File: config.mk
export PLATFORM = sky130hd
export DESIGN_NAME = ctl_regbank
export DESIGN_NICKNAME = d
export VERILOG_FILES = /design/src/rtl/ctl_regbank_pkg.sv /design/src/rtl/ctl_rst_debounce.sv /design/src/rtl/ctl_pulse_bank.sv /design/src/rtl/ctl_clr_status.sv /design/src/rtl/ctl_regbank.sv
export SDC_FILE = /design/constraint.sdc
export NUM_CORES = 1
export LEC_CHECK = 0
export BUFFER_PORTS_ARGS = -buffer_cell sky130_fd_sc_hd__buf_4
export CAP_MARGIN = 20
export CORE_MARGIN = 3
export CORE_UTILIZATION = 50
export CTS_CLUSTER_SIZE = 25
export DETAILED_ROUTE_END_ITERATION = 10
export PLACE_DENSITY_LB_ADDON = 0.05
export SETUP_SLACK_MARGIN = 0.3
export SLEW_MARGIN = 0
export SYNTH_ARGS = -nofsm -noshare
export SYNTH_HDL_FRONTEND = slang
export SYNTH_SLANG_ARGS = --single-unit
File: constraint.sdc
create_clock -name clk_i -period 2.65 [get_ports clk_i]
set_input_delay 0.53 -clock clk_i [delete_from_list [all_inputs] [get_ports clk_i]]
set_output_delay 0.53 -clock clk_i [all_outputs]
set_load 0.01 [all_outputs]
File: src/rtl/ctl_regbank_pkg.sv
package ctl_regbank_pkg;
  localparam int ADR_CTRL = 0;
  localparam int ADR_CMD  = 1;
  localparam int ADR_STA  = 2;
  localparam int ADR_STB  = 3;
  localparam int ADR_HWIN = 4;

  typedef enum logic [2:0] {
    SEL_NONE,
    SEL_CTRL,
    SEL_CMD,
    SEL_STA,
    SEL_STB,
    SEL_HWIN
  } reg_sel_e;
endpackage

File: src/rtl/ctl_rst_debounce.sv
module ctl_rst_debounce #(
  parameter int DEB_CYCLES = 16
) (
  input  logic clk_i,
  input  logic arst_ni,
  output logic rst_no
);
  localparam int CNTW = $clog2(DEB_CYCLES + 1);

  logic            sync1_q, sync2_q;
  logic [CNTW-1:0] cnt_q, cnt_d;
  logic            act_q, act_d;

  // The synchroniser cannot be reset by the signal it filters.
  always_ff @(posedge clk_i) begin
    sync1_q <= arst_ni;
    sync2_q <= sync1_q;
  end

  always_comb begin
    cnt_d = cnt_q;
    act_d = act_q;
    if (sync2_q) begin
      cnt_d = '0;
      act_d = 1'b0;
    end else begin
      if (cnt_q != CNTW'(DEB_CYCLES)) cnt_d = cnt_q + 1'b1;
      if (cnt_q == CNTW'(DEB_CYCLES - 1)) act_d = 1'b1;
    end
  end

  always_ff @(posedge clk_i) begin
    cnt_q <= cnt_d;
    act_q <= act_d;
  end

  assign rst_no = ~act_q;
endmodule

File: src/rtl/ctl_pulse_bank.sv
module ctl_pulse_bank #(
  parameter int DW = 8
) (
  input  logic          clk_i,
  input  logic          rst_ni,
  input  logic          fire_i,
  input  logic [DW-1:0] wdata_i,
  output logic [DW-1:0] strobe_o
);
  logic [DW-1:0] strobe_q, strobe_d;

  always_comb begin
    strobe_d = '0;
    if (fire_i) strobe_d = wdata_i;
  end

  always_ff @(posedge clk_i or negedge rst_ni) begin
    if (!rst_ni) strobe_q <= '0;
    else         strobe_q <= strobe_d;
  end

  assign strobe_o = strobe_q;

  AST_PULSE_SINGLE: assert property (@(posedge clk_i) disable iff (!rst_ni)
    !fire_i |=> (strobe_o == '0));
endmodule

File: src/rtl/ctl_clr_status.sv
module ctl_clr_status #(
  parameter int            DW      = 8,
  parameter logic [DW-1:0] CLR_VAL = '1
) (
  input  logic          clk_i,
  input  logic          rst_ni,
  input  logic          clr_wr_i,
  input  logic [DW-1:0] wdata_i,
  input  logic [DW-1:0] set_i,
  output logic [DW-1:0] stat_o
);
  logic [DW-1:0] stat_q, stat_d;

  for (genvar i = 0; i < DW; i++) begin : g_bit
    logic clr_hit;
    assign clr_hit   = clr_wr_i && (wdata_i[i] == CLR_VAL[i]);
    assign stat_d[i] = set_i[i] | (stat_q[i] & ~clr_hit);

    AST_SET_WINS: assert property (@(posedge clk_i) disable iff (!rst_ni)
      set_i[i] |=> stat_o[i]);
    AST_CLR_TAKES: assert property (@(posedge clk_i) disable iff (!rst_ni)
      (clr_wr_i && wdata_i[i] == CLR_VAL[i] && !set_i[i]) |=> !stat_o[i]);
    AST_NOCLR_KEEP: assert property (@(posedge clk_i) disable iff (!rst_ni)
      (clr_wr_i && wdata_i[i] != CLR_VAL[i]) |=> $stable(stat_o[i]) || stat_o[i]);
  end

  always_ff @(posedge clk_i or negedge rst_ni) begin
    if (!rst_ni) stat_q <= '0;
    else         stat_q <= stat_d;
  end

  assign stat_o = stat_q;
endmodule

File: src/rtl/ctl_regbank.sv
module ctl_regbank
  import ctl_regbank_pkg::*;
#(
  parameter int            AW         = 4,
  parameter int            DW         = 8,
  parameter int            CW         = 4,
  parameter int            DEB_CYCLES = 16,
  parameter logic [DW-1:0] STA_CLR    = '1,
  parameter logic [DW-1:0] STB_CLR    = '0
) (
  input  logic             clk_i,
  input  logic             rst_ni,
  input  logic [AW-1:0]    addr_i,
  input  logic [DW-1:0]    wdata_i,
  input  logic             wr_i,
  input  logic             rd_i,
  output logic [DW-1:0]    rdata_o,
  output logic [CW-1:0]    ctrl_o,
  output logic [DW-CW-1:0] wo_o,
  output logic [DW-1:0]    strobe_o,
  input  logic [DW-1:0]    hw_seta_i,
  input  logic [DW-1:0]    hw_setb_i,
  input  logic [DW-1:0]    hw_stat_i
);
  localparam int WW = DW - CW;

  logic          rst_n;
  reg_sel_e      sel;
  logic          wr_ctrl, wr_cmd, wr_sta, wr_stb;
  logic [CW-1:0] ctrl_q, ctrl_d;
  logic [WW-1:0] wo_q, wo_d;
  logic [DW-1:0] sta, stb;
  logic [DW-1:0] rdata_q, rdata_d, rmux;

  ctl_rst_debounce #(.DEB_CYCLES(DEB_CYCLES)) u_deb (
    .clk_i   (clk_i),
    .arst_ni (rst_ni),
    .rst_no  (rst_n)
  );

  always_comb begin
    if      (addr_i == AW'(ADR_CTRL)) sel = SEL_CTRL;
    else if (addr_i == AW'(ADR_CMD))  sel = SEL_CMD;
    else if (addr_i == AW'(ADR_STA))  sel = SEL_STA;
    else if (addr_i == AW'(ADR_STB))  sel = SEL_STB;
    else if (addr_i == AW'(ADR_HWIN)) sel = SEL_HWIN;
    else                              sel = SEL_NONE;
  end

  assign wr_ctrl = wr_i && (sel == SEL_CTRL);
  assign wr_cmd  = wr_i && (sel == SEL_CMD);
  assign wr_sta  = wr_i && (sel == SEL_STA);
  assign wr_stb  = wr_i && (sel == SEL_STB);

  // control register: read/write low field, write-only high field
  always_comb begin
    ctrl_d = ctrl_q;
    wo_d   = wo_q;
    if (wr_ctrl) begin
      ctrl_d = wdata_i[CW-1:0];
      wo_d   = wdata_i[DW-1:CW];
    end
  end

  always_ff @(posedge clk_i or negedge rst_n) begin
    if (!rst_n) begin
      ctrl_q <= '0;
      wo_q   <= '0;
    end else begin
      ctrl_q <= ctrl_d;
      wo_q   <= wo_d;
    end
  end

  assign ctrl_o = ctrl_q;
  assign wo_o   = wo_q;

  ctl_pulse_bank #(.DW(DW)) u_cmd (
    .clk_i    (clk_i),
    .rst_ni   (rst_n),
    .fire_i   (wr_cmd),
    .wdata_i  (wdata_i),
    .strobe_o (strobe_o)
  );

  ctl_clr_status #(.DW(DW), .CLR_VAL(STA_CLR)) u_sta (
    .clk_i    (clk_i),
    .rst_ni   (rst_n),
    .clr_wr_i (wr_sta),
    .wdata_i  (wdata_i),
    .set_i    (hw_seta_i),
    .stat_o   (sta)
  );

  ctl_clr_status #(.DW(DW), .CLR_VAL(STB_CLR)) u_stb (
    .clk_i    (clk_i),
    .rst_ni   (rst_n),
    .clr_wr_i (wr_stb),
    .wdata_i  (wdata_i),
    .set_i    (hw_setb_i),
    .stat_o   (stb)
  );

  // read path
  always_comb begin
    unique case (sel)
      SEL_CTRL: rmux = {{WW{1'b0}}, ctrl_q};
      SEL_STA:  rmux = sta;
      SEL_STB:  rmux = stb;
      SEL_HWIN: rmux = hw_stat_i;
      default:  rmux = '0;
    endcase
  end

  always_comb begin
    rdata_d = rdata_q;
    if (rd_i) rdata_d = rmux;
  end

  always_ff @(posedge clk_i or negedge rst_n) begin
    if (!rst_n) rdata_q <= '0;
    else        rdata_q <= rdata_d;
  end

  assign rdata_o = rdata_q;

  AST_RW_STORE: assert property (@(posedge clk_i) disable iff (!rst_n)
    wr_ctrl |=> (ctrl_o == $past(wdata_i[CW-1:0])));
  AST_WO_READ_ZERO: assert property (@(posedge clk_i) disable iff (!rst_n)
    (rd_i && sel == SEL_CTRL) |=> (rdata_o[DW-1:CW] == '0));
  AST_CMD_READ_ZERO: assert property (@(posedge clk_i) disable iff (!rst_n)
    (rd_i && sel == SEL_CMD) |=> (rdata_o == '0));
  AST_RO_NO_EFFECT: assert property (@(posedge clk_i) disable iff (!rst_n)
    (wr_i && sel == SEL_HWIN) |=> ($stable(ctrl_o) && $stable(wo_o)));
  AST_UNMAPPED_ZERO: assert property (@(posedge clk_i) disable iff (!rst_n)
    (rd_i && sel == SEL_NONE) |=> (rdata_o == '0));
  AST_RD_HOLD: assert property (@(posedge clk_i) disable iff (!rst_n)
    !rd_i |=> $stable(rdata_o));
endmodule

### Yosys cells after proc, flatten, opt, wreduce, memory -nomap -nowiden

Index checks and enable logic that the tools add are counted.

| word-level totals | value |
|---|---|
| output and inout port bits | 24 |
| latch bits | 0 |
| memory bits (read-only) | 0 |
| word-level logic and storage cells | 106 |
| memories | 0 |
| register bits | 48 |
| input port bits | 40 |
| memory bits (writable) | 0 |

| operators by class | value |
|---|---|
| bitwise logic cells | 56 |
| order comparisons | 0 |
| $mul | 0 |
| shifts and indexed selects | 0 |
| equal/unequal tests | 11 |
| muxes and demuxes | 7 |
| $add $sub $neg | 1 |
| reduce and logical (&&, ||, !) cells | 21 |
| div/mod/pow operators | 0 |

Operators with widths:

| cell | count |
|---|---|
| one-hot mux 8 bit (4 select lines) | 1 |
| NOT 1 bit | 24 |
| logical AND 1 bit | 20 |
| bitwise AND 1 bit | 16 |
| bitwise OR 1 bit | 16 |
| two-way mux 3 bit | 5 |
| equality test 4 x 2 -> 1 bit, second input constant | 2 |
| two-way mux 8 bit | 1 |
| equality test 3 x 2 -> 1 bit, second input constant | 2 |
| equality test 3 bit, second input constant | 2 |
| adder 5 x 1 -> 5 bit, second input constant | 1 |
| equality test 5 x 4 -> 1 bit, second input constant | 1 |
| != test 5 bit, second input constant | 1 |
| equality test 4 x 1 -> 1 bit, second input constant | 1 |
| equality test 4 x 3 -> 1 bit, second input constant | 1 |
| zero test 4 bit | 1 |
| equality test 3 x 1 -> 1 bit, second input constant | 1 |

### Depth between registers and ports, before layout

Gate-level depths: netlist of run 1.

| logic depth | value |
|---|---|
| depth in word-level cells | 12 |
| depth in mapped cells | 5 |
| mapped depth without buffers | 5 |

### Cells and area by module

A second synthesis of run 1 with hierarchy kept.

| unflattened totals | value |
|---|---|
| cell total of the unflattened synthesis | 177 |
| area total of the unflattened synthesis | 2059.5 um^2 |

By module, submodules not included:

| module | times used | cells each | sequential area each (um^2) | area each (um^2) |
|---|---|---|---|---|
| ctl_regbank | 1 | 79 | 400.4 | 855.8 |
| ctl_rst_debounce | 1 | 33 | 160.2 | 345.3 |
| ctl_clr_status (u_stb) | 1 | 24 | 200.2 | 310.3 |
| ctl_clr_status (u_sta) | 1 | 25 | 200.2 | 297.8 |
| ctl_pulse_bank | 1 | 16 | 200.2 | 250.2 |

### Least setup slack after synthesis of run 1

Ideal clock, no wire load.

| path | value |
|---|---|
| path kind | input port to flip-flop |
| from | input port addr_i[3] |
| to | register ctrl_q[0], in the netlist ctrl_o[0] |
| required time | 2.525 ns |
| arrival time | 1.796 ns |
| stages on the path | 5 |
| path slack | 0.729 ns |
| setup time | 0.125 ns |
| path through | or3b_1 -> buf_6 -> or3_1 -> buf_6 -> mux2_4 |

| between the ends | value |
|---|---|
| cells in the longest elaborated chain, start to end | 8 |
| elaborated cells on any way between the ends | 12 |
| those cells by class | eq/ne: 5; mux: 5; reduce/logical: 2 |

Ends and longest elaborated chain:

| what | RTL line | RTL |
|---|---|---|
| from (decl) | ctl_regbank.sv:13 | `input logic [AW-1:0] addr_i,` |
| equality test 4 x 3 -> 1 bit | ctl_regbank.sv:46 | `else if (addr_i == AW'(ADR_HWIN)) sel = SEL_HWIN;` |
| two-way mux 3 bit | ctl_regbank.sv:46 |  |
| two-way mux 3 bit | ctl_regbank.sv:45 | `else if (addr_i == AW'(ADR_STB)) sel = SEL_STB;` |
| two-way mux 3 bit | ctl_regbank.sv:44 | `else if (addr_i == AW'(ADR_STA)) sel = SEL_STA;` |
| two-way mux 3 bit | ctl_regbank.sv:43 | `else if (addr_i == AW'(ADR_CMD)) sel = SEL_CMD;` |
| two-way mux 3 bit * | ctl_regbank.sv:42 | `if (addr_i == AW'(ADR_CTRL)) sel = SEL_CTRL;` |
| equality test 3 x 1 -> 1 bit * | ctl_regbank.sv:50 | `assign wr_ctrl = wr_i && (sel == SEL_CTRL);` |
| logical AND 1 bit * | ctl_regbank.sv:50 |  |
| to (signal assigned) | ctl_regbank.sv:70 | `ctrl_q <= ctrl_d;` |
| to (decl) | ctl_regbank.sv:30 | `logic [CW-1:0] ctrl_q, ctrl_d;` |

Mark *: on every way between the ends. The rest lies on a longest branch, timed or not.
A chain may end at the register's enable or synchronous reset.

### Worst setup path after layout of run 1

| path | value |
|---|---|
| from | input port addr_i[2] |
| to | register ctrl_q[3], in the netlist ctrl_o[3] |

Same word-level chain as after synthesis.

==> results of run 1 <==
## cell usage in the layout, fill, tap and decap left out, drive strengths merged, types with 2 or more instances in the layout
cell type	synthesis	final
a21o	8	8
a22o	4	4
dfrtp	40	40
dfxtp	8	8
inv	5	5
nand2b	9	9
clkbuf	4	5
a221o	8	8
nand3	9	9
xnor2	2	2
ha	3	3
nor2	4	4
o21ai	4	4
and3	9	9
nand2	5	5
o31ai	8	8
buf	3	68
nor3	6	6
mux2	12	12
nor2b	10	10
nand3b	4	4
## layout make-up
| type | instances | area (µm²) |
|---|---|---|
| Clock inverter | 3 | 42.5 |
| Clock buffer | 5 | 68.8 |
| Multi-Input combinational cell | 114 | 863 |
| Timing Repair Buffer | 68 | 510 |
| Sequential cell | 48 | 1160 |
| Inverter | 5 | 18.8 |
| Tap cell | 48 | 60.1 |
| Fill cell | 294 | 1100 |
## worst register-to-register path, delay by kind of cell, from the launching register on
family | cells | cell delay, ns
AO/OA/AOI/OAI | 2 | 0.53
flip-flops | 1 | 0.42
multiplexers | 1 | 0.27
## worst paths after layout
check                           cells after the start         from              end
worst max-delay path                                4    addr_i[2]        ctrl_o[3]
worst min-delay path                                2  u_deb.act_q       rdata_o[3]
worst max register to register                      3    ctrl_o[3]       rdata_o[3]
worst min register to register                      2  u_deb.act_q       rdata_o[3]
max in group asynchronous                           2  u_deb.act_q  u_stb.stat_o[0]
min in group clk_i                                  1       rst_ni    u_deb.sync1_q
## sequential cells by signal, summed over array words and instances (netlist names)
signal and count:
wo_o 4, u_deb.cnt_q 5, u_stb.stat_o 8, u_deb.sync2_q 1, u_cmd.strobe_o 8, ctrl_o 4, u_deb.sync1_q 1, u_sta.stat_o 8
rdata_o 8, u_deb.act_q 1
## through the flow
stage          instance area [µm²]  std cells  utilization, %  total power, W  hold WS, ns
6_report                      2730        291            71.2         0.00159        0.324
2_1_floorplan                 2090        174               -        0.000943        0.310
5_1_grt                       2730        291            71.2         0.00167        0.309
3_5_place_dp                  2610        283            68.3         0.00108        0.317
4_1_cts                       2730        291            71.2         0.00161        0.318
3_3_place_gp                  2610        283            68.3         0.00108        0.317
## power groups by stage
stage | combinational [W] | clock [W] | sequential [W]
final | 0.000257 | 0.000523 | 0.000813
after CTS | 0.000258 | 0.000535 | 0.000813
after detailed placement | 0.000258 | 0 | 0.000827
after floorplan | 0.000106 | 0 | 0.000837
after global routing | 0.000277 | 0.000569 | 0.000819
after global placement | 0.000251 | 0 | 0.000825
## per-layer routing
metal / vias to the layer above / global-route usage [%]
met1: 770 / 26.3
met5: - / 0
met4: 0 / 4.59
li1: 760 / -
met3: 2 / 5.40
met2: 53 / 36.4
## cells by family (layout without fill, tap and decap cells)
kind of cell | Yosys count | after routing
buffers and inverters | 12 | 81
AO/OA/AOI/OAI | 33 | 33
flip-flops | 48 | 48
AND/OR/NAND/NOR | 62 | 62
adder cells (fa/ha/maj) | 3 | 3
multiplexers | 13 | 13
XOR/XNOR | 3 | 3
==> out/qor.txt, run 1 <==
largest cells by area after synthesis: dfrtp_1, dfxtp_1, mux2_4, a221o_1, nor2b_1
Max Buffers Root-to-Sink: 2
# diodes: 0
top post-synthesis cells by count: dfrtp_1, nor2b_1, and3_1, nand2b_1, nand3_1
drt first pass iters: 4
DRC errors left: 0
DR WL/cell: 17.1 µm
GRT overflow: 0
startpoint types: primary input
Sw Pwr: 0.000379 W
initial antenna violation count: 0
CP peak stage delay: 0.55 ns
Synth Flop Type: dfrtp_1
Sinks on Clock Net: 48
RSZ-0062 raised after global routing: false
family with the most delay on the worst path: simple AND/OR/NAND/NOR gates
wire length on met3: 341 µm
sequential fraction of the synthesis area: 55.7%
top-count cell post-synth: dfrtp_1
Worst Path Buf+Inv: 1
DPL Wire Length: 3750 µm
Layout Nets: 285
Fin. Hold Viols: 0
adder-cell area share of the yosys netlist: 1.80%
wl on met1: 2110 µm
crit path max fanout: 14
Post-CTS Resized: 0
reg2reg setup slack: 1.32 ns
share of power burned in registers: 51.1%
Least-Margin Pin Slew: 0.730 ns
Max-slew headroom: 51.2%
H-tree depth: 2
Post-synth ARST share: 83.3%
Slowest-stage cell, CP: or3_1
Post-CTS Setup Bufs: 0
routed wire length: 4980 µm
Max Clk Rate: 0.557 GHz
internal power: 0.00121 W
total track usage: 20.9%
Cells after Synth: 174
synthesis-to-finish area growth: 30.7%
max-slew violations: 0
mux cell area share after synthesis: 8.40%
min Tclk post-route: 1.80 ns
status: completed
drt via density: 5.45
Starting Density: 54.5%
post-synth top area cell: dfrtp_1
Die Y: 70.6 µm
Synth Cell Area: 0.00209 mm²
Final TNS setup: 0 ns
Clock power frac: 32.8%
largest net degree at the start of global routing: 41
Routed Antenna Nets: 0
Synthesized Nets: 217
Yosys Warn Count: 0
routability cong.: 0.850
Worst setup EP type: flip-flop
CP required: 2.85 ns
critical path arrival: 1.99 ns
Setup CP Type: in2reg
clock latency on the worst-skew pair: 0.31 ns
Worst Slack Setup Final: 0.853 ns
fraction of layout cells with a size suffix above 1: 36.6%
CTS Root Cell: clkbuf_8
hold_buf cts: 0
post-synthesis cell type count: 32
CORE AREA: 0.00383 mm²
first-pass GRT wire length: 8050 µm
PD cells: 584 mW/mm²
IO Port Bufs: 63
CTS tree: built
Post-Synth XOR/XNOR Area: 1.26%
top layer in use: met4
Mapped Avg Cell Area: 12.0 µm²
io pins: 64
Die ar.: 0.00498 mm²
Synth Area in Compound Gates: 12.5%
Simple-Gate Fraction of Synth Area: 17.5%
die width: 70.6 µm
Static Leak: 1.21 nW
crit-path cells: buf_4 -> or3b_1 -> or3_1 -> mux2_4
main combinational cell family by area after synthesis: simple AND/OR/NAND/NOR gates
met2 wire length: 2510 µm
Max Cap Violations: 0
Synth Register Bits: 48
Gate power share: 16.1%
Worst-path clk slew: 0.09 ns
total number of vias: 1585
switching portion of total power: 23.8%
crit share post-route: 67.8%
Num CTS Buffers: 5
Synth top area share: 48.0%
worst clock skew: 0.0108 ns
EDFF count, synth: 0
DP Worst Slack: 0.520 ns
peak supply drop: 0.473 mV
initial DRC count: 94
Setup violations, final: 0
Row Count: 22
vias in the first global route: 1642
hold crit path type: reg2async
Note: power is estimated with default switching activity, not from simulation.
==> run 2: changes to the inputs <==
--- a/config.mk
+++ b/config.mk
@@ -5,10 +5,11 @@
 export SDC_FILE = /design/constraint.sdc
 export NUM_CORES = 1
 export LEC_CHECK = 0
+export ABC_AREA = 1
 export BUFFER_PORTS_ARGS = -buffer_cell sky130_fd_sc_hd__buf_4
 export CAP_MARGIN = 20
 export CORE_MARGIN = 3
-export CORE_UTILIZATION = 50
+export CORE_UTILIZATION = 45
 export CTS_CLUSTER_SIZE = 25
 export DETAILED_ROUTE_END_ITERATION = 10
 export PLACE_DENSITY_LB_ADDON = 0.05
==> constraint.sdc (replaced) <==
create_clock -name clk_i -period 1.5 [get_ports clk_i]
set_input_delay 0.3 -clock clk_i [delete_from_list [all_inputs] [get_ports clk_i]]
set_output_delay 0.3 -clock clk_i [all_outputs]
set_load 0.01 [all_outputs]
==> out/qor.txt, run 2 <==
peak supply drop: 0.609 mV (was 0.473 mV)
Starting Density: 47.3% (was 54.5%)
drt first pass iters: 4 (unchanged)
CTS Root Cell: clkbuf_8 (unchanged)
Sw Pwr: 0.000662 W (was 0.000379 W)
routed wire length: 4870 µm (was 4980 µm)
Synth Cell Area: 0.00209 mm² (about the same)
Post-synth ARST share: 83.3% (unchanged)
Synth Flop Type: dfrtp_1 (unchanged)
Max-slew headroom: 78.2% (was 51.2%)
CP required: 1.20 ns (was 2.85 ns)
wl on met1: 2120 µm (was 2110 µm)
Yosys Warn Count: 0 (unchanged)
total track usage: 19.2% (was 20.9%)
IO Port Bufs: 63 (unchanged)
Setup violations, final: 0 (unchanged)
die width: 74.1 µm (was 70.6 µm)
min Tclk post-route: 1.17 ns
EDFF count, synth: 0 (unchanged)
family with the most delay on the worst path: flip-flops (was simple AND/OR/NAND/NOR gates)
share of power burned in registers: 54.2% (was 51.1%)
DPL Wire Length: 3620 µm (was 3750 µm)
top post-synthesis cells by count: nand2_1, dfrtp_1, inv_1 (was dfrtp_1, nor2b_1, and3_1, nand2b_1, nand3_1)
GRT overflow: 0 (unchanged)
sequential fraction of the synthesis area: 55.6% (was 55.7%)
PD cells: 954 mW/mm² (was 584 mW/mm²)
Synth top area share: 48.0% (about the same)
routability cong.: 0.811 (was 0.850)
RSZ-0062 raised after global routing: true (was false)
commonest non-fill, non-tap cell in the layout: nand2_1 (was buf_4)
tightest hold margin: 0.100 ns (was 0.324 ns)
Sinks on Clock Net: 48 (unchanged)
Num CTS Buffers: 5 (unchanged)
vias in the first global route: 1747 (was 1642)
crit share post-route: 78.1%
status: completed (unchanged)
Finished Layout Cells: 370 (was 291)
DP Worst Slack: 0.116 ns (was 0.520 ns)
Routed Antenna Nets: 0 (unchanged)
Max Clk Rate: 0.854 GHz
critical path arrival: 0.87 ns (was 1.99 ns)
crit-path cells: buf_4 (was buf_4 -> or3b_1 -> or3_1 -> mux2_4)
CP peak stage delay: 0.42 ns (was 0.55 ns)
Fin. Hold Viols: 0 (unchanged)
startpoint types: flip-flop (was primary input)
wire length on met3: 330 µm (was 341 µm)
initial DRC count: 112 (was 94)
Die ar.: 0.00549 mm² (was 0.00498 mm²)
largest cells by area after synthesis: dfrtp_1, nand2_1, dfxtp_1, nand3_1, inv_1 (was dfrtp_1, dfxtp_1, mux2_4, a221o_1, nor2b_1)
switching portion of total power: 25.2% (was 23.8%)
Worst Slack Setup Final: 0.329 ns (was 0.853 ns)
internal power: 0.00197 W (was 0.00121 W)
Final TNS setup: 0 ns (unchanged)
Least-Margin Pin Slew: 0.327 ns (was 0.730 ns)
H-tree depth: 2 (unchanged)
Cells after Synth: 246 (was 174)
Clock power frac: 30.1% (was 32.8%)
met2 wire length: 2320 µm (was 2510 µm)
DR WL/cell: 13.2 µm (was 17.1 µm)
total number of vias: 1781 (was 1585)
post-synth top area cell: dfrtp_1 (unchanged)
fin util: 62.4% (was 71.2%)
clock latency on the worst-skew pair: 0.30 ns (was 0.31 ns)
fraction of layout cells with a size suffix above 1: 27.7% (was 36.6%)
most frequent cells in the layout: nand2_1, buf_4, dfrtp_1, inv_1, nand3_1 (was buf_4, dfrtp_1, nor2b_1)
Synth Register Bits: 48 (unchanged)
initial antenna violation count: 0 (unchanged)
DRC errors left: 0 (unchanged)
Setup CP Type: reg2out (was in2reg)
Worst setup EP type: output port (was flip-flop)
Worst-path clk slew: 0.08 ns (was 0.09 ns)
top-count cell post-synth: nand2_1 (was dfrtp_1)
Gate power share: 15.8% (was 16.1%)
io pins: 64 (unchanged)
# diodes: 0 (unchanged)
synthesis-to-finish area growth: 32.0% (was 30.7%)
largest net degree at the start of global routing: 41 (unchanged)
Row Count: 24 (was 22)
top layer in use: met4 (unchanged)
Mapped Avg Cell Area: 8.48 µm² (was 12.0 µm²)
Placed Cells incl. Taps: 360 (was 283)
Synthesized Nets: 289 (was 217)
post-synthesis cell type count: 23 (was 32)
hold_buf cts: 0 (unchanged)
worst clock skew: 0.00594 ns (was 0.0108 ns)
Die Y: 74.1 µm (was 70.6 µm)
Static Leak: 1.42 nW (was 1.21 nW)
Layout Nets: 360 (was 285)
first-pass GRT wire length: 7950 µm (was 8050 µm)
CTS tree: built (unchanged)
Max Cap Violations: 0 (unchanged)
Max Buffers Root-to-Sink: 2 (unchanged)
hold crit path type: in2reg (was reg2async)
drt via density: 4.81 (was 5.45)
Slowest-stage cell, CP: dfrtp_1 (was or3_1)
crit path max fanout: 3 (was 14)
max-slew violations: 0 (unchanged)
CORE AREA: 0.00441 mm² (was 0.00383 mm²)
Worst Path Buf+Inv: 1 (unchanged)
[run 2: final timing paths]
kind / start / to / slack, ns / cells past startpoint
min: rst_ni / u_deb.sync1_q / 0.10 / 1
max in group asynchronous: u_deb.act_q / u_sta.stat_o[1] / 1.04 / 2
min in group asynchronous: u_deb.act_q / rdata_o[2] / 0.27 / 2
max reg2reg: u_deb.cnt_q[0] / u_deb.cnt_q[4] / 0.36 / 5
max: ctrl_o[2] / ctrl_o[2] / 0.33 / 1
min reg2reg: u_deb.act_q / rdata_o[2] / 0.27 / 2
[run 2: repair_timing]
action	in CTS	in global routing
resized for setup	1	2
setup buffers	0	2
setup endpoints to repair	1	6
[run 2: layer usage]
| metal | vias up | track usage (%) |
|---|---|---|
| met5 | - | 0 |
| met4 | 0 | 7.85 |
| met3 | 8 | 5.54 |
| met2 | 51 | 30.9 |
| met1 | 810 | 24.3 |
| li1 | 912 | - |
[run 2: logic make-up (layout without fill, tap and decap cells)]
kind of cell             Yosys count  in the layout  share of synthesized area [%]
AO/OA/AOI/OAI                     27             27                           6.60
adder cells (fa/ha/maj)            3              3                           1.80
buffers and inverters             40            112                           7.67
AND/OR/NAND/NOR                  128            128                           28.3
flip-flops                        48             48                           55.6
[run 2: power groups by stage]
stage                     logic (W)  registers [W]  clock network, W
after floorplan            0.000136        0.00147                 0
after global placement     0.000395        0.00145                 0
after detailed placement   0.000398        0.00145                 0
after CTS                  0.000400        0.00143          0.000811
after global routing       0.000461        0.00143          0.000874
final                      0.000415        0.00142          0.000790
[run 2: cell type report]
| cell class | instances | area [µm²] |
|---|---|---|
| repair buffers | 69 | 531 |
| multi-input cells | 158 | 771 |
| fillers | 410 | 1660 |
| flip-flops and latches | 48 | 1160 |
| clock buffers | 8 | 90.1 |
| inverters | 35 | 135 |
| well taps | 52 | 65.1 |
[run 2: through the flow]
step	power (W)	cell area (µm²)
6_report	0.00263	2760
5_1_grt	0.00277	2760
4_1_cts	0.00264	2730
3_5_place_dp	0.00185	2640
3_3_place_gp	0.00184	2640
2_1_floorplan	0.00161	2090
==> run 3: changes to the inputs <==
--- a/config.mk
+++ b/config.mk
@@ -9,7 +9,7 @@
 export BUFFER_PORTS_ARGS = -buffer_cell sky130_fd_sc_hd__buf_4
 export CAP_MARGIN = 20
 export CORE_MARGIN = 3
-export CORE_UTILIZATION = 45
+export CORE_UTILIZATION = 50
 export CTS_CLUSTER_SIZE = 25
 export DETAILED_ROUTE_END_ITERATION = 10
 export PLACE_DENSITY_LB_ADDON = 0.05
==> constraint.sdc (replaced) <==
create_clock -name clk_i -period 1.11 [get_ports clk_i]
set_input_delay 0.222 -clock clk_i [delete_from_list [all_inputs] [get_ports clk_i]]
set_output_delay 0.222 -clock clk_i [all_outputs]
set_load 0.01 [all_outputs]
==> out/qor.txt, run 3 (synthesis gave the netlist of run 2 again) <==
family with the most delay on the worst path: flip-flops (unchanged)
Final TNS setup: 0 ns (unchanged)
Worst Path Buf+Inv: 1 (unchanged)
Layout Nets: 381 (was 360)
die width: 70.6 µm (was 74.1 µm)
crit path max fanout: 2 (was 3)
post-route cell area: 0.00336 mm² (was 0.00276 mm²)
Max-slew headroom: 81.2% (was 78.2%)
DR WL/cell: 16.3 µm (was 13.2 µm)
placed cell area: 0.00275 mm² (was 0.00264 mm²)
io pins: 64 (unchanged)
tightest hold margin: 0.0212 ns (was 0.100 ns)
vias in the first global route: 1907 (was 1747)
total track usage: 21.9% (was 19.2%)
RSZ-0062 raised after global routing: true (unchanged)
CP required: 0.89 ns (was 1.20 ns)
crit share post-route: 99.2%
largest net degree at the start of global routing: 41 (unchanged)
IO Port Bufs: 63 (unchanged)
Starting Density: 54.5% (was 47.3%)
CTS Root Cell: clkbuf_8 (unchanged)
crit-path cells: buf_6 (was buf_4)
Fillers: 182 (was 410)
Slowest-stage cell, CP: dfrtp_1 (unchanged)
Sinks on Clock Net: 48 (unchanged)
initial DRC count: 210 (was 112)
peak supply drop: 1.03 mV (was 0.609 mV)
status: completed (unchanged)
Static Leak: 1.65 nW (was 1.42 nW)
Clock power frac: 30.5% (was 30.1%)
worst clock skew: 0.0108 ns (was 0.00594 ns)
CTS tree: built (unchanged)
Num CTS Buffers: 5 (unchanged)
DP Worst Slack: -0.0676 ns (was 0.116 ns)
DPL Wire Length: 3830 µm (was 3620 µm)
internal power: 0.00305 W (was 0.00197 W)
Setup violations, final: 0 (unchanged)
initial antenna violation count: 0 (unchanged)
# diodes: 0 (unchanged)
routed wire length: 6300 µm (was 4870 µm)
CORE AREA: 0.00383 mm² (was 0.00441 mm²)
CP peak stage delay: 0.43 ns (was 0.42 ns)
drt via density: 5.29 (was 4.81)
Setup CP Type: reg2out (unchanged)
Fin. Hold Viols: 0 (unchanged)
startpoint types: flip-flop (unchanged)
Gate power share: 22.3% (was 15.8%)
DRC errors left: 0 (unchanged)
Die ar.: 0.00499 mm² (was 0.00549 mm²)
Max Cap Violations: 0 (unchanged)
share of power burned in registers: 47.2% (was 54.2%)
Worst setup EP type: output port (unchanged)
Row Count: 22 (was 24)
H-tree depth: 2 (unchanged)
switching portion of total power: 26.3% (was 25.2%)
Max Buffers Root-to-Sink: 2 (unchanged)
commonest non-fill, non-tap cell in the layout: nand2_1 (unchanged)
Die Y: 70.6 µm (was 74.1 µm)
Sw Pwr: 0.00109 W (was 0.000662 W)
Routed Antenna Nets: 0 (unchanged)
first-pass GRT wire length: 8620 µm (was 7950 µm)
Max Clk Rate: 0.908 GHz
synthesis-to-finish area growth: 61.1% (was 32.0%)
Worst-path clk slew: 0.10 ns (was 0.08 ns)
GRT overflow: 0 (unchanged)
total number of vias: 2046 (was 1781)
clock latency on the worst-skew pair: 0.31 ns (was 0.30 ns)
fraction of layout cells with a size suffix above 1: 46.6% (was 27.7%)
critical path arrival: 0.88 ns (was 0.87 ns)
routability cong.: 0.869 (was 0.811)
most frequent cells in the layout: nand2_1, buf_4, dfrtp_1, inv_1, buf_6 (was nand2_1, buf_4, dfrtp_1, inv_1, nand3_1)
drt first pass iters: 4 (unchanged)
PD cells: 1230 mW/mm² (was 954 mW/mm²)
Least-Margin Pin Slew: 0.280 ns (was 0.327 ns)
min Tclk post-route: 1.10 ns
Worst Slack Setup Final: 0.00856 ns (was 0.329 ns)
hold crit path type: in2reg (unchanged)
max-slew violations: 0 (unchanged)
[run 3: worst paths after layout]
path	slack, ns	depth (start not counted)	to	start
max	0.009	1	ctrl_o[3]	ctrl_o[3]
min	0.02	1	u_deb.sync1_q	rst_ni
max reg2reg	0.02	5	rdata_o[2]	ctrl_o[2]
min reg2reg	0.29	2	u_cmd.strobe_o[5]	u_deb.act_q
max in group asynchronous	0.62	2	u_stb.stat_o[7]	u_deb.act_q
min in group asynchronous	0.29	2	u_cmd.strobe_o[5]	u_deb.act_q
[run 3: power by group through the flow]
| stage | clock [W] | sequential [W] | combinational, W |
|---|---|---|---|
| 2_1_floorplan | 0 | 0.00200 | 0.000209 |
| 3_3_place_gp | 0 | 0.00197 | 0.000570 |
| 3_5_place_dp | 0 | 0.00198 | 0.000584 |
| 4_1_cts | 0.00126 | 0.00194 | 0.000746 |
| 5_1_grt | 0.00132 | 0.00197 | 0.000983 |
| 6_report | 0.00126 | 0.00195 | 0.000921 |
[run 3: layout make-up]
class	instances	area, µm²	area share [%]
timing repair buffer	89	853	25.4
clock inverter	3	42.5	1.27
multi-input combinational	159	1030	30.7
clock buffer	5	68.8	2.05
inverter	35	135	4.02
sequential	48	1170	34.8
tap	48	60.1	1.79
[run 3: per-layer routing]
| metal | global-route usage [%] | wire length (µm) |
|---|---|---|
| met4 | 6.05 | 217 |
| met3 | 4.69 | 395 |
| met5 | 0 | 0 |
| met2 | 37.1 | 3250 |
| met1 | 28.5 | 2440 |
[run 3: metrics by stage]
step	power [W]	std cells	util, %
after floorplan	0.00221	246	-
after global placement	0.00254	361	71.9
after detailed placement	0.00256	361	71.9
after CTS	0.00395	377	79.7
after global routing	0.00427	387	87.9
final	0.00413	387	87.9
[run 3: timing repair]
action | in CTS | in global routing
setup endpoints to repair | 42 | 60
pin swaps | 6 | 29
gates resized for setup | 34 | 61
gates cloned | 0 | 1
buffers inserted | 8 | 9
hold buffers | 0 | 0
